File: src/rtl/psg_pkg.sv
package psg_pkg;

  // Strobes from the control to the counter datapath
  typedef struct packed {
    logic ledClr;    // restart flash phase and counter
    logic ledAdv;    // count one sample tick of flash time
    logic stopLoad;  // begin stop pulse, load its length
    logic stopAdv;   // count one sample tick of stop time
  } psg_strobe_t;

  typedef enum logic [1:0] {
    MAP_B_A_BUSY    = 2'b00,
    MAP_STOP_A_B    = 2'b01,
    MAP_A_BUSY_STOP = 2'b10,
    MAP_A_BUSY_NBSY = 2'b11
  } psg_map_e;

endpackage

File: src/rtl/psg_ctrl.sv
module psg_ctrl
  import psg_pkg::*;
(
  input  logic        clk,
  input  logic        rstN,
  input  logic        sampleTick,
  input  logic        playStart,
  input  logic        playDone,
  input  logic        stopEn,
  input  logic        ledWrap,
  input  logic        stopLast,
  output psg_strobe_t strb,
  output logic        busy,
  output logic        stopOn
);

  logic armed;

  always_comb begin
    strb.ledClr   = playStart | playDone;
    strb.ledAdv   = busy & sampleTick & ~(playStart | playDone);
    strb.stopLoad = armed & sampleTick & ~playStart & ~playDone;
    strb.stopAdv  = stopOn & sampleTick & ~playStart & ~strb.stopLoad;
  end

  always_ff @(posedge clk) begin
    if (!rstN) begin
      busy   <= 1'b0;
      armed  <= 1'b0;
      stopOn <= 1'b0;
    end else begin
      if (playStart)     busy <= 1'b1;
      else if (playDone) busy <= 1'b0;

      if (playStart)                   armed <= 1'b0;
      else if (playDone)               armed <= stopEn;
      else if (armed && sampleTick)    armed <= 1'b0;

      if (playStart)                         stopOn <= 1'b0;
      else if (strb.stopLoad)                stopOn <= 1'b1;
      else if (strb.stopAdv && stopLast)     stopOn <= 1'b0;
    end
  end

  AST_BUSY_RISE: assert property (@(posedge clk) disable iff (!rstN)
    playStart |=> busy);
  AST_BUSY_FALL: assert property (@(posedge clk) disable iff (!rstN)
    (playDone && !playStart) |=> !busy);
  AST_STOP_FROM_ARM: assert property (@(posedge clk) disable iff (!rstN)
    (!stopOn ##1 stopOn) |-> $past(armed));
  AST_STOP_KILL: assert property (@(posedge clk) disable iff (!rstN)
    playStart |=> (!stopOn && !armed));
  AST_START_WINS: assert property (@(posedge clk) disable iff (!rstN)
    (playStart && playDone) |=> (busy && !armed));

endmodule

File: src/rtl/psg_dpath.sv
module psg_dpath
  import psg_pkg::*;
#(
  parameter int STOP_TICKS = 512,
  parameter int LED_HALF   = 1333
) (
  input  logic        clk,
  input  logic        rstN,
  input  psg_strobe_t strb,
  output logic        ledWrap,
  output logic        stopLast,
  output logic        ledPhase
);

  localparam int LW = (LED_HALF > 1) ? $clog2(LED_HALF) : 1;
  localparam int SW = $clog2(STOP_TICKS + 1);
  localparam logic [LW-1:0] LED_LAST = LW'(LED_HALF - 1);
  localparam logic [SW-1:0] STOP_LEN = SW'(STOP_TICKS);

  logic [LW-1:0] ledCnt;
  logic [SW-1:0] stopCnt;

  assign ledWrap  = (ledCnt == LED_LAST);
  assign stopLast = (stopCnt == SW'(1));

  always_ff @(posedge clk) begin
    if (!rstN) begin
      ledCnt   <= '0;
      ledPhase <= 1'b0;
    end else if (strb.ledClr) begin
      ledCnt   <= '0;
      ledPhase <= 1'b0;
    end else if (strb.ledAdv) begin
      if (ledWrap) begin
        ledCnt   <= '0;
        ledPhase <= ~ledPhase;
      end else begin
        ledCnt <= ledCnt + LW'(1);
      end
    end
  end

  always_ff @(posedge clk) begin
    if (!rstN)              stopCnt <= '0;
    else if (strb.stopLoad) stopCnt <= STOP_LEN;
    else if (strb.stopAdv)  stopCnt <= stopCnt - SW'(1);
  end

  AST_LED_RANGE: assert property (@(posedge clk) disable iff (!rstN)
    ledCnt <= LED_LAST);
  AST_LED_RESTART: assert property (@(posedge clk) disable iff (!rstN)
    strb.ledClr |=> (!ledPhase && ledCnt == '0));
  AST_STOP_LOADED: assert property (@(posedge clk) disable iff (!rstN)
    strb.stopLoad |=> (stopCnt == STOP_LEN));

endmodule

File: src/rtl/psg_route.sv
module psg_route
  import psg_pkg::*;
(
  input  logic [1:0] outOpt,
  input  logic       busy,
  input  logic       stopP,
  input  logic       lampA,
  input  logic       lampB,
  output logic       out1,
  output logic       out2,
  output logic       out3
);

  always_comb begin
    unique case (psg_map_e'(outOpt))
      MAP_B_A_BUSY:    begin out1 = lampB; out2 = lampA; out3 = busy;  end
      MAP_STOP_A_B:    begin out1 = stopP; out2 = lampA; out3 = lampB; end
      MAP_A_BUSY_STOP: begin out1 = lampA; out2 = busy;  out3 = stopP; end
      default:         begin out1 = lampA; out2 = busy;  out3 = ~busy; end
    endcase
  end

endmodule

File: src/rtl/psg_status_out.sv
module psg_status_out
  import psg_pkg::*;
#(
  parameter int STOP_TICKS = 512,
  parameter int LED_HALF   = 1333
) (
  input  logic       clk,
  input  logic       rstN,
  input  logic       sampleTick,
  input  logic       playStart,
  input  logic       playDone,
  input  logic       stopEn,
  input  logic [1:0] outOpt,
  output logic       out1,
  output logic       out2,
  output logic       out3
);

  psg_strobe_t strb;
  logic busy, stopOn, ledWrap, stopLast, ledPhase;
  logic lampA, lampB;

  psg_ctrl u_ctrl (
    .clk(clk), .rstN(rstN), .sampleTick(sampleTick),
    .playStart(playStart), .playDone(playDone), .stopEn(stopEn),
    .ledWrap(ledWrap), .stopLast(stopLast),
    .strb(strb), .busy(busy), .stopOn(stopOn)
  );

  psg_dpath #(.STOP_TICKS(STOP_TICKS), .LED_HALF(LED_HALF)) u_dpath (
    .clk(clk), .rstN(rstN), .strb(strb),
    .ledWrap(ledWrap), .stopLast(stopLast), .ledPhase(ledPhase)
  );

  assign lampA = busy & ledPhase;
  assign lampB = busy & ~ledPhase;

  psg_route u_route (
    .outOpt(outOpt), .busy(busy), .stopP(stopOn),
    .lampA(lampA), .lampB(lampB),
    .out1(out1), .out2(out2), .out3(out3)
  );

  AST_LAMP_EXCL: assert property (@(posedge clk) disable iff (!rstN)
    !(lampA && lampB));
  AST_LAMP_IDLE: assert property (@(posedge clk) disable iff (!rstN)
    !busy |-> (!lampA && !lampB));
  AST_OPT4_NBUSY: assert property (@(posedge clk) disable iff (!rstN)
    (outOpt == 2'b11) |-> (out2 != out3));
  AST_NO_STOP_PIN_OPT0: assert property (@(posedge clk) disable iff (!rstN)
    (outOpt == 2'b00 && !busy) |-> (!out1 && !out2 && !out3));

endmodule

File: config.mk
export PLATFORM = sky130hd
export DESIGN_NAME = psg_status_out
export DESIGN_NICKNAME = d
export VERILOG_FILES = /design/src/rtl/psg_pkg.sv /design/src/rtl/psg_ctrl.sv /design/src/rtl/psg_dpath.sv /design/src/rtl/psg_route.sv /design/src/rtl/psg_status_out.sv
export SDC_FILE = /design/constraint.sdc
export NUM_CORES = 1
export LEC_CHECK = 0
export ABC_AREA = 1
export BUFFER_PORTS_ARGS = -buffer_cell sky130_fd_sc_hd__buf_2
export CORE_MARGIN = 5
export CORE_UTILIZATION = 50
export CTS_BUF_LIST = sky130_fd_sc_hd__clkbuf_8
export CTS_CLUSTER_SIZE = 16
export DETAILED_ROUTE_END_ITERATION = 6
export PLACE_DENSITY = 0.73
export SLEW_MARGIN = 5
export SYNTH_ARGS = -nofsm -noshare
export SYNTH_HDL_FRONTEND = slang
export SYNTH_SLANG_ARGS = --single-unit
File: constraint.sdc
create_clock -name clk -period 1.2 [get_ports clk]
set_input_delay 0.12 -clock clk [delete_from_list [all_inputs] [get_ports clk]]
set_output_delay 0.12 -clock clk [all_outputs]
set_load 0.01 [all_outputs]
==> metrics, run 1 <==
Worst-Margin Slew between 0.4 and 0.5 ns; max-cap violation count 0; Cell Pwr Density between 700 and 800 nW/µm²; I/O pin cnt 11; maximum VDD drop between 0.7 and 0.8 mV; CTS buffer count 3; CTS clk-pin slew, worst paths 0.09 ns; Pwr Total 1.456 mW; WL/cell approximately 11 µm; Top cell by count, worst path nor2_2; TritonRoute pass-1 iters 4; failing checks negative setup slack; Arrival @ worst endpoint about 1.5 ns; Cell Area, Synth 1385 µm²; placed cell areas 1639 µm²; first-pass GRT wire length around 5400 µm; Cell Count, Final, Fillers Out 287; Final nets about 270; synthesis-to-finish area growth 37.40%; Routed Antenna Nets 0; Relative slew margins 0.7106; worst min path class input port to register; DIE WIDTH approximately 63 µm; Worst path slowest cell dfxtp_4; Worst setup SP type register; CP Max Fanout 3; vias in the first global route 1334; initial core utilization 0.5111; die height 62.63 µm; #FFs+latches synth 25; worst path cell trace inv_2 -> ha_2 -> nand4_1 -> nor2_2 -> buf_4 -> nand3_2 -> nand2_2 -> nor2_2; n_diodes 0; worst-skew pair later-pin latency around 0.27 ns; skew final ~0.0060 ns; Crit. End Element register; RePlAce Congestion 0.7655; Synth Net Count between 200 and 250; largest cells by area after synthesis dfxtp_1, nand2_1, nor2_1, inv_1, nand3_1; Synth Instances ~210; Yosys top cell by area dfxtp_1; CTS H-tree lvls 1; Yosys cell types 22; clk sinks 25; Hold Crit Start rstN; Mean Syn Cell Area around 6.5 µm²; launch point of the worst reg-to-reg path u_dpath.ledCnt[0]; 1st-iter DRT viols between 60 and 70; root buf cell clkbuf_8; max-slew violations 0; Crit Path Class register to register; fillcell total 226; largest net degree at the start of global routing 16; CTS Buffer Depth 2; reg2reg setup slack -0.11 ns; initial antenna violation count 0; gr usage total 0.1599; status finished, violations left; Leakage ~0.8 nW; Tmin final between 1 and 1.5 ns; Setup crit start u_dpath.ledCnt[0]; highest clock rate approximately 770 MHz; footprint of the multi-input gates between 800 and 900 µm²; # DRC 0; via count ~1400; RSZ-0062 raised after global routing true; row count 19; fraction of layout cells with a size suffix above 1 0.3633; Final Setup Violations 9; grt total ovfl 0; PortBufs 10; via/cell ratio 5.049; hpwl dp between 2000 and 2500 µm; final worst path period share 1.088; Yosys warning total 0; register area between 500 and 600 µm²; Core ar. ~2700 µm²; Final Instance Area around 1900 µm²; CTS tree yes; post-layout util 0.7022; die area between 3000 and 4000 µm²; WL final 3291 µm; final hold violations 0; placed cells 276; post-route setup slack -0.1060 ns; slowest cell delay on critical path 0.37 ns; sequential area share after synthesis 0.3613; Yosys top cell area share 0.3613; Crit path required time 1.37 ns
layout by cell type, fill, tap and decap left out, types with 2 or more instances in the layout:
cell type,instances
nand2_1,40
nor2_1,33
buf_4,30
inv_1,27
nand3_1,16
dfxtp_1,16
a21oi_1,10
buf_2,10
nor2_2,9
nand3_2,6
dfxtp_2,6
nor2_4,5
nand2_2,4
inv_2,3
nand4_1,3
o21ai_1,3
o21ai_0,3
xor2_1,3
clkbuf_8,3
dfxtp_4,3
o21ai_2,2
nor3_2,2
ha_1,2
buf_6,2
cell families after synthesis:
family / synth area share
xor gates and xnor gates: 0.03162
AOI/OAI and AO/OA: 0.09937
buffers and inverters: 0.09756
DFF: 0.3613
adders and majority gates: 0.03614
and+or+nand+nor: 0.3740
flip-flops by register name, summed over array words and instances (netlist names):
register	flops
u_dpath.ledPhase	1
u_dpath.stopCnt	10
u_dpath.ledCnt	11
u_ctrl.busy	1
u_ctrl.stopOn	1
u_ctrl.armed	1
report_power, final:
part	switching (mW)	internal, mW	total, mW
logic	0.0655	0.0461	0.112
registers	0.00408	0.827	0.831
clock network	0.278	0.235	0.513
total	0.348	1.11	1.46
per-layer routing:
| layer | global-route usage | wire length, µm | up-vias |
|---|---|---|---|
| li1 | - | - | 758 |
| met1 | 0.2061 | 1528 | 659 |
| met2 | 0.2759 | 1620 | 27 |
| met3 | 0.02518 | 111 | 5 |
| met4 | 0.03979 | 30 | 0 |
| met5 | 0 | 0 | - |
cell usage after synthesis:
cell type	n
xnor2_1	1
nand3_2	2
nand2_1	45
nand4_1	3
o22ai_1	1
a31oi_2	1
nor2_2	2
o2bb2ai_1	1
ha_1	4
a21oi_1	11
nor2_1	45
nor3_1	3
inv_1	30
nand3_1	20
a21boi_0	1
xor2_1	4
dfxtp_1	25
buf_6	2
o21bai_1	1
or2_2	1
o21ai_0	8
nand3b_1	1
layout make-up:
class                      count  area share
multi-input combinational    155      0.4655
sequential                    25      0.2728
timing repair buffer          42      0.1565
inverter                      30     0.05917
clock buffer                   3     0.02170
tap                           31     0.02038
clock inverter                 1    0.003945
repair_timing:
item / CTS / global route
gates cloned: 0 / 0
hold buffers: 0 / 0
setup buffers: 0 / 7
endpoints found under the hold margin: 0 / 0
setup endpoints to repair: 15 / 23
pin swaps: 5 / 17
gates resized for setup: 20 / 38
worst max-delay path: cells and delay by family (launching register included):
family        cells  cell delay, ns
buf+inv           2            0.19
simple gates      5            0.50
flops             1            0.37
fa+ha+maj         1            0.15
path summary, 6_finish.rpt:
kind / endpoint / cells past startpoint
worst max-delay path: u_dpath.ledPhase / 8
worst max register to register: u_dpath.ledPhase / 8
worst min-delay path: u_dpath.stopCnt[9] / 3
worst min register to register: u_dpath.stopCnt[3] / 2
stage by stage:
stage	TNS, ns	setup slack [ns]	hold WS (ns)
after floorplan	0	0.02439	0.2176
after global placement	-0.3011	-0.04698	0.3370
after detailed placement	-0.5076	-0.08456	0.3499
after CTS	0	0.001802	0.06585
after global routing	-1.723	-0.1901	0.09372
final	-0.7680	-0.1060	0.07910
Note: power is estimated with default switching activity, not from simulation.
==> run 2, diff against run 1 <==
Settings changed: PLACE_DENSITY 0.73 to 0.7.
Clock period 1.2 ns to 1.32 ns, I/O delays scaled along.
==> metrics, run 2 (synthesis results as in run 1) <==
WL/cell 10.04 µm (-12%); clk sinks 25 (unchanged); final worst path period share 0.9419 (-0.1464); Routed Antenna Nets 0 (unchanged); Cell Pwr Density 784.0 nW/µm² (+2.5%); via count 1284 (-11%); CTS Buffer Depth 2 (unchanged); slowest cell delay on critical path 0.34 ns (-0.03 ns); CP Max Fanout 6 (+3); status completed; pre-CTS WS 0.02390 ns (+0.1085 ns); commonest non-fill, non-tap cells in the layout nand2_1, nor2_1, inv_1, dfxtp_1, nand3_1; Met2 Wirelength 1078 µm (-33%); fraction of layout cells with a size suffix above 1 0.2076 (-0.1557); max-slew violations 0 (unchanged); die height 62.63 µm (unchanged); Top Registers u_dpath.ledCnt x11, u_dpath.stopCnt x10; RSZ-0062 raised after global routing true; Tmin final 1.243 ns (-0.06269 ns); met3 WL 76 µm (-32%); CTS buffer count 3 (unchanged); Final nets 249 (-7.4%); Relative slew margins 0.7091 (-0.001500); worst-skew pair later-pin latency 0.27 ns (about the same); max-cap violation count 0 (unchanged); Final Setup Violations 0 (-9); WL final 2681 µm (-19%); die area 3923 µm² (unchanged); TritonRoute pass-1 iters 4 (unchanged); launch point of the worst reg-to-reg path u_dpath.ledCnt[0]; Top reg by flops u_dpath.ledCnt; met1 WL 1484 µm (-2.9%); commonest non-fill, non-tap cell in the layout nand2_1; CTS clk-pin slew, worst paths 0.08 ns (about the same); maximum VDD drop 0.7005 mV (-8.2%); Leakage 0.6939 nW (-14%); skew final 0.001792 ns (-0.004247 ns); Worst path slowest cell dfxtp_2; delay-heaviest family, CP simple AND/OR/NAND/NOR gates; post-route setup slack 0.07674 ns (+0.1827 ns); via/cell ratio 4.809 (-4.7%); largest net degree at the start of global routing 14 (-2); worst path cell trace inv_1 -> ha_1 -> nand4_1 -> nor2_2 -> nand2_1 -> nand2_2 -> nor2_1; Core ar. 2710 µm² (unchanged); I/O pin cnt 11 (unchanged); highest clock rate 804.3 MHz (+5.0%); row count 19 (unchanged); Worst setup SP type register; n_diodes 0 (unchanged); Crit path required time 1.49 ns (+0.12 ns); # DRC 0 (unchanged); DIE WIDTH 62.63 µm (unchanged); max reg flops 11 (unchanged); worst path buffer plus inverter count 1 (-1); Setup crit start u_dpath.ledCnt[0]; root buf cell clkbuf_8; synthesis-to-finish area growth 18.52%; placed cells 261 (-5.4%); Crit Path Class register to register; first-pass GRT wire length 4836 µm (-10%); hold_buf cts 0 (unchanged); Cell Count, Final, Fillers Out 267 (-7.0%); PortBufs 10 (unchanged); 1st-iter DRT viols 45 (-32%); Hold Crit Start rstN; Arrival @ worst endpoint 1.41 ns (-0.07 ns); vias in the first global route 1169 (-12%); worst min path class input port to register; CTS tree yes; grt total ovfl 0 (unchanged); Worst-Margin Slew 0.4350 ns (+0.002468 ns); gr usage total 0.1484 (-0.01153); CTS H-tree lvls 1 (unchanged); initial core utilization 0.5111 (unchanged); final hold violations 0 (unchanged); RePlAce Congestion 0.8036 (+5.0%); Crit. End Element register; initial antenna violation count 0 (unchanged); top sig layer met4; hpwl dp 2091 µm (-8.5%)
[run 2: cell types whose count changed in the layout (fill, tap and decap cells not counted), sizes merged]
cell	change
clkinvlp	-1
buf	-20
inv	+1
[run 2: report_power, final]
group	switching, mW	internal, mW	total [mW]	leakage, nW
sequential	0.00357	0.758	0.761	0.204
clock	0.234	0.208	0.443	0.0269
combinational	0.0509	0.0323	0.0832	0.463
[run 2: layer usage]
| metal | vias up | track usage |
|---|---|---|
| met1 | 547 | 0.2061 |
| met2 | 16 | 0.2215 |
| met4 | 0 | 0.07162 |
| met3 | 4 | 0.02338 |
| met5 | - | 0 |
| li1 | 717 | - |
[run 2: worst paths after layout]
kind                             end  slack [ns]  cells after the start
setup / recovery  u_dpath.ledCnt[10]        0.08                      7
hold / removal    u_dpath.stopCnt[9]        0.08                      3
hold reg to reg    u_dpath.ledCnt[0]        0.49                      2
setup reg to reg  u_dpath.ledCnt[10]        0.08                      7
[run 2: worst register-to-register path, cell delays in order (launching register included)]
cell and delay (ns):
dfxtp_2 0.34, inv_1 0.07, ha_1 0.14, nand4_1 0.14, nor2_2 0.15, nand2_1 0.10
nand2_2 0.13, nor2_1 0.06
[run 2: cell type report]
cell class / count / area [µm²]
flip-flops and latches: 25 / 508.0
clock buffers: 3 / 41.29
multi-input cells: 155 / 797.0
inverters: 30 / 112.6
clock inverters: 1 / 3.754
fillers: 275 / 1069
repair buffers: 22 / 140.1
well taps: 31 / 38.79
[run 2: per-stage QoR]
step           TNS (ns)  hold WS [ns]  area [µm²]  utilization  power (mW)
3_5_place_dp          0        0.3567        1526       0.5633      0.8574
6_report              0       0.07842        1642       0.6057       1.287
5_1_grt        -0.07599       0.08992        1642       0.6057       1.371
4_1_cts               0       0.06959        1572       0.5799       1.310
3_3_place_gp          0        0.3520        1526       0.5633      0.8566
2_1_floorplan         0        0.2296        1385            -      0.8216
[run 2: repair_timing]
| item | in CTS | in global routing |
|---|---|---|
| resized for setup | 0 | 21 |
| buffers inserted | 0 | 2 |
| endpoints found under the setup margin | 0 | 16 |
==> run 3, diff against run 2 <==
Settings changed: BUFFER_PORTS_ARGS -buffer_cell sky130_fd_sc_hd__buf_2 to unset, DONT_BUFFER_PORTS set to 1, PLACE_DENSITY 0.7 to 0.67.
==> metrics, run 3 (synthesis results as in run 1) <==
RSZ-0062 raised after global routing true; maximum VDD drop 0.7056 mV (+0.73%); WL final 3019 µm (+13%); failing checks negative hold slack; reg2reg end u_dpath.ledCnt[5]; first-pass GRT wire length 5106 µm (+5.6%); post-CTS setup buffer count 0 (unchanged); final worst path period share 0.9608 (+0.01889); Crit Path Class register to register; TNS Setup 0 ns (unchanged); placed cell areas 1461 µm² (-4.3%); TritonRoute pass-1 iters 4 (unchanged); vias in the first global route 1231 (+5.3%); pre-CTS WS -0.05966 ns (-0.08356 ns); Top reg by flops u_dpath.ledCnt; 1st-iter DRT viols 61 (+36%); Arrival @ worst endpoint 1.44 ns (+0.03 ns); worst-skew pair later-pin latency 0.27 ns (about the same); n_diodes 0 (unchanged); cells on worst reg2reg path 7 (unchanged); max reg flops 11 (unchanged); via count 1313 (+2.3%); CTS Buffer Depth 2 (unchanged); I/O pin cnt 11 (unchanged); max-cap violation count 0 (unchanged); Crit. End Element register; launch point of the worst reg-to-reg path u_dpath.ledCnt[0]; via/cell ratio 5.129 (+6.7%); fraction of layout cells with a size suffix above 1 0.1867 (-0.02096); root buf cell clkbuf_8; RePlAce Congestion 0.7821 (-2.7%); DIE WIDTH 62.63 µm (unchanged); fillcell total 267 (-2.9%); Hold Crit Start stopEn; worst min path class input port to register; Top Registers u_dpath.ledCnt x11, u_dpath.stopCnt x10; status finished, violations left; initial core utilization 0.5111 (unchanged); max-slew violations 0 (unchanged); hpwl dp 2248 µm (+7.5%); initial antenna violation count 0 (unchanged); CTS H-tree lvls 1 (unchanged); final hold violations 1 (+1); # DRC 0 (unchanged); Final nets 238 (-4.4%); hold path cells 2 (-1); die area 3923 µm² (unchanged); commonest non-fill, non-tap cells in the layout nand2_1, nor2_1, inv_1, nand3_1, dfxtp_1; Final Setup Violations 0 (unchanged); Leakage 0.6552 nW (-5.6%); WL/cell 11.79 µm (+17%); CP Max Fanout 6 (unchanged); Final Instance Area 1648 µm² (+0.38%); Relative slew margins 0.6612 (-0.04783); CTS clk-pin slew, worst paths 0.09 ns (about the same); Min Hold Slack -0.004683 ns (-0.08310 ns); Worst-Margin Slew 0.5063 ns (+0.07126 ns); PortBufs 0 (-10); row count 19 (unchanged); Core ar. 2710 µm² (unchanged); largest net degree at the start of global routing 14 (unchanged); post-route setup slack 0.05179 ns (-0.02494 ns); clk sinks 25 (unchanged); grt total ovfl 0 (unchanged); skew final 0.0005921 ns (-0.001200 ns); highest clock rate 788.5 MHz (-2.0%); Tmin final 1.268 ns (+0.02494 ns); commonest non-fill, non-tap cell in the layout nand2_1; CTS buffer count 3 (unchanged); synthesis-to-finish area growth 18.97%; gr usage total 0.1567 (+0.008356); Cell Pwr Density 781.0 nW/µm² (-0.38%); die height 62.63 µm (unchanged); Hold Path Sink u_ctrl.armed; Worst setup SP type register; Crit path required time 1.49 ns (about the same); Routed Antenna Nets 0 (unchanged); CTS tree yes; reg2reg setup slack 0.05 ns (-0.02 ns)
run 3: critical path: stages (launching register included):
cell	delay, ns
dfxtp_2	0.36
inv_1	0.08
ha_1	0.16
nand4_1	0.14
nor2_2	0.17
nand2_2	0.11
nand2_4	0.11
nor2_1	0.05
run 3: cell type report:
class,instances,area (µm²),area share
multi-input cells,155,850.8,0.5163
inverters,30,112.6,0.06834
clock buffers,3,41.29,0.02506
flip-flops and latches,25,510.5,0.3098
clock inverters,1,3.754,0.002278
well taps,31,38.79,0.02354
repair buffers,11,90.09,0.05467
run 3: per-layer routing:
metal,wire length (µm),GRT usage
met1,1457,0.2123
met2,1351,0.2370
met3,158,0.03597
met4,51,0.06631
met5,0,0
run 3: metrics by stage:
stage | utilization | cells | power (mW)
global placement | 0.5392 | 249 | 0.8338
CTS | 0.5729 | 256 | 1.297
floorplan | - | 212 | 0.8216
global route | 0.6080 | 256 | 1.346
finish | 0.6080 | 256 | 1.287
detailed placement | 0.5392 | 249 | 0.8364
run 3: worst max-delay path by stage:
stage,slack (ns),to,start,cells past startpoint
floorplan,0.14,u_dpath.stopCnt[6],u_dpath.stopCnt[0],8
finish,0.05,u_dpath.ledCnt[5],u_dpath.ledCnt[0],7
CTS,0.001,u_dpath.ledCnt[10],u_dpath.ledCnt[0],8
detailed placement,-0.06,u_dpath.ledCnt[3],u_dpath.ledCnt[0],7
global placement,-0.01,u_dpath.ledCnt[5],u_dpath.ledCnt[0],7
global route,-0.05,u_dpath.ledCnt[3],u_dpath.ledCnt[0],7
run 3: where the power goes:
part	internal, mW	total, mW	switching (mW)
Sequential	0.755	0.758	0.00283
Combinational	0.0296	0.0742	0.0446
Clock	0.209	0.455	0.246
Total	0.993	1.29	0.294
run 3: what timing repair did:
| item | 4_1_cts | 5_1_grt |
|---|---|---|
| endpoints found under the hold margin | 3 | 0 |
| pin swaps | 0 | 4 |
| setup endpoints to repair | 9 | 19 |
| hold buffers | 3 | 0 |
| resized for setup | 5 | 31 |
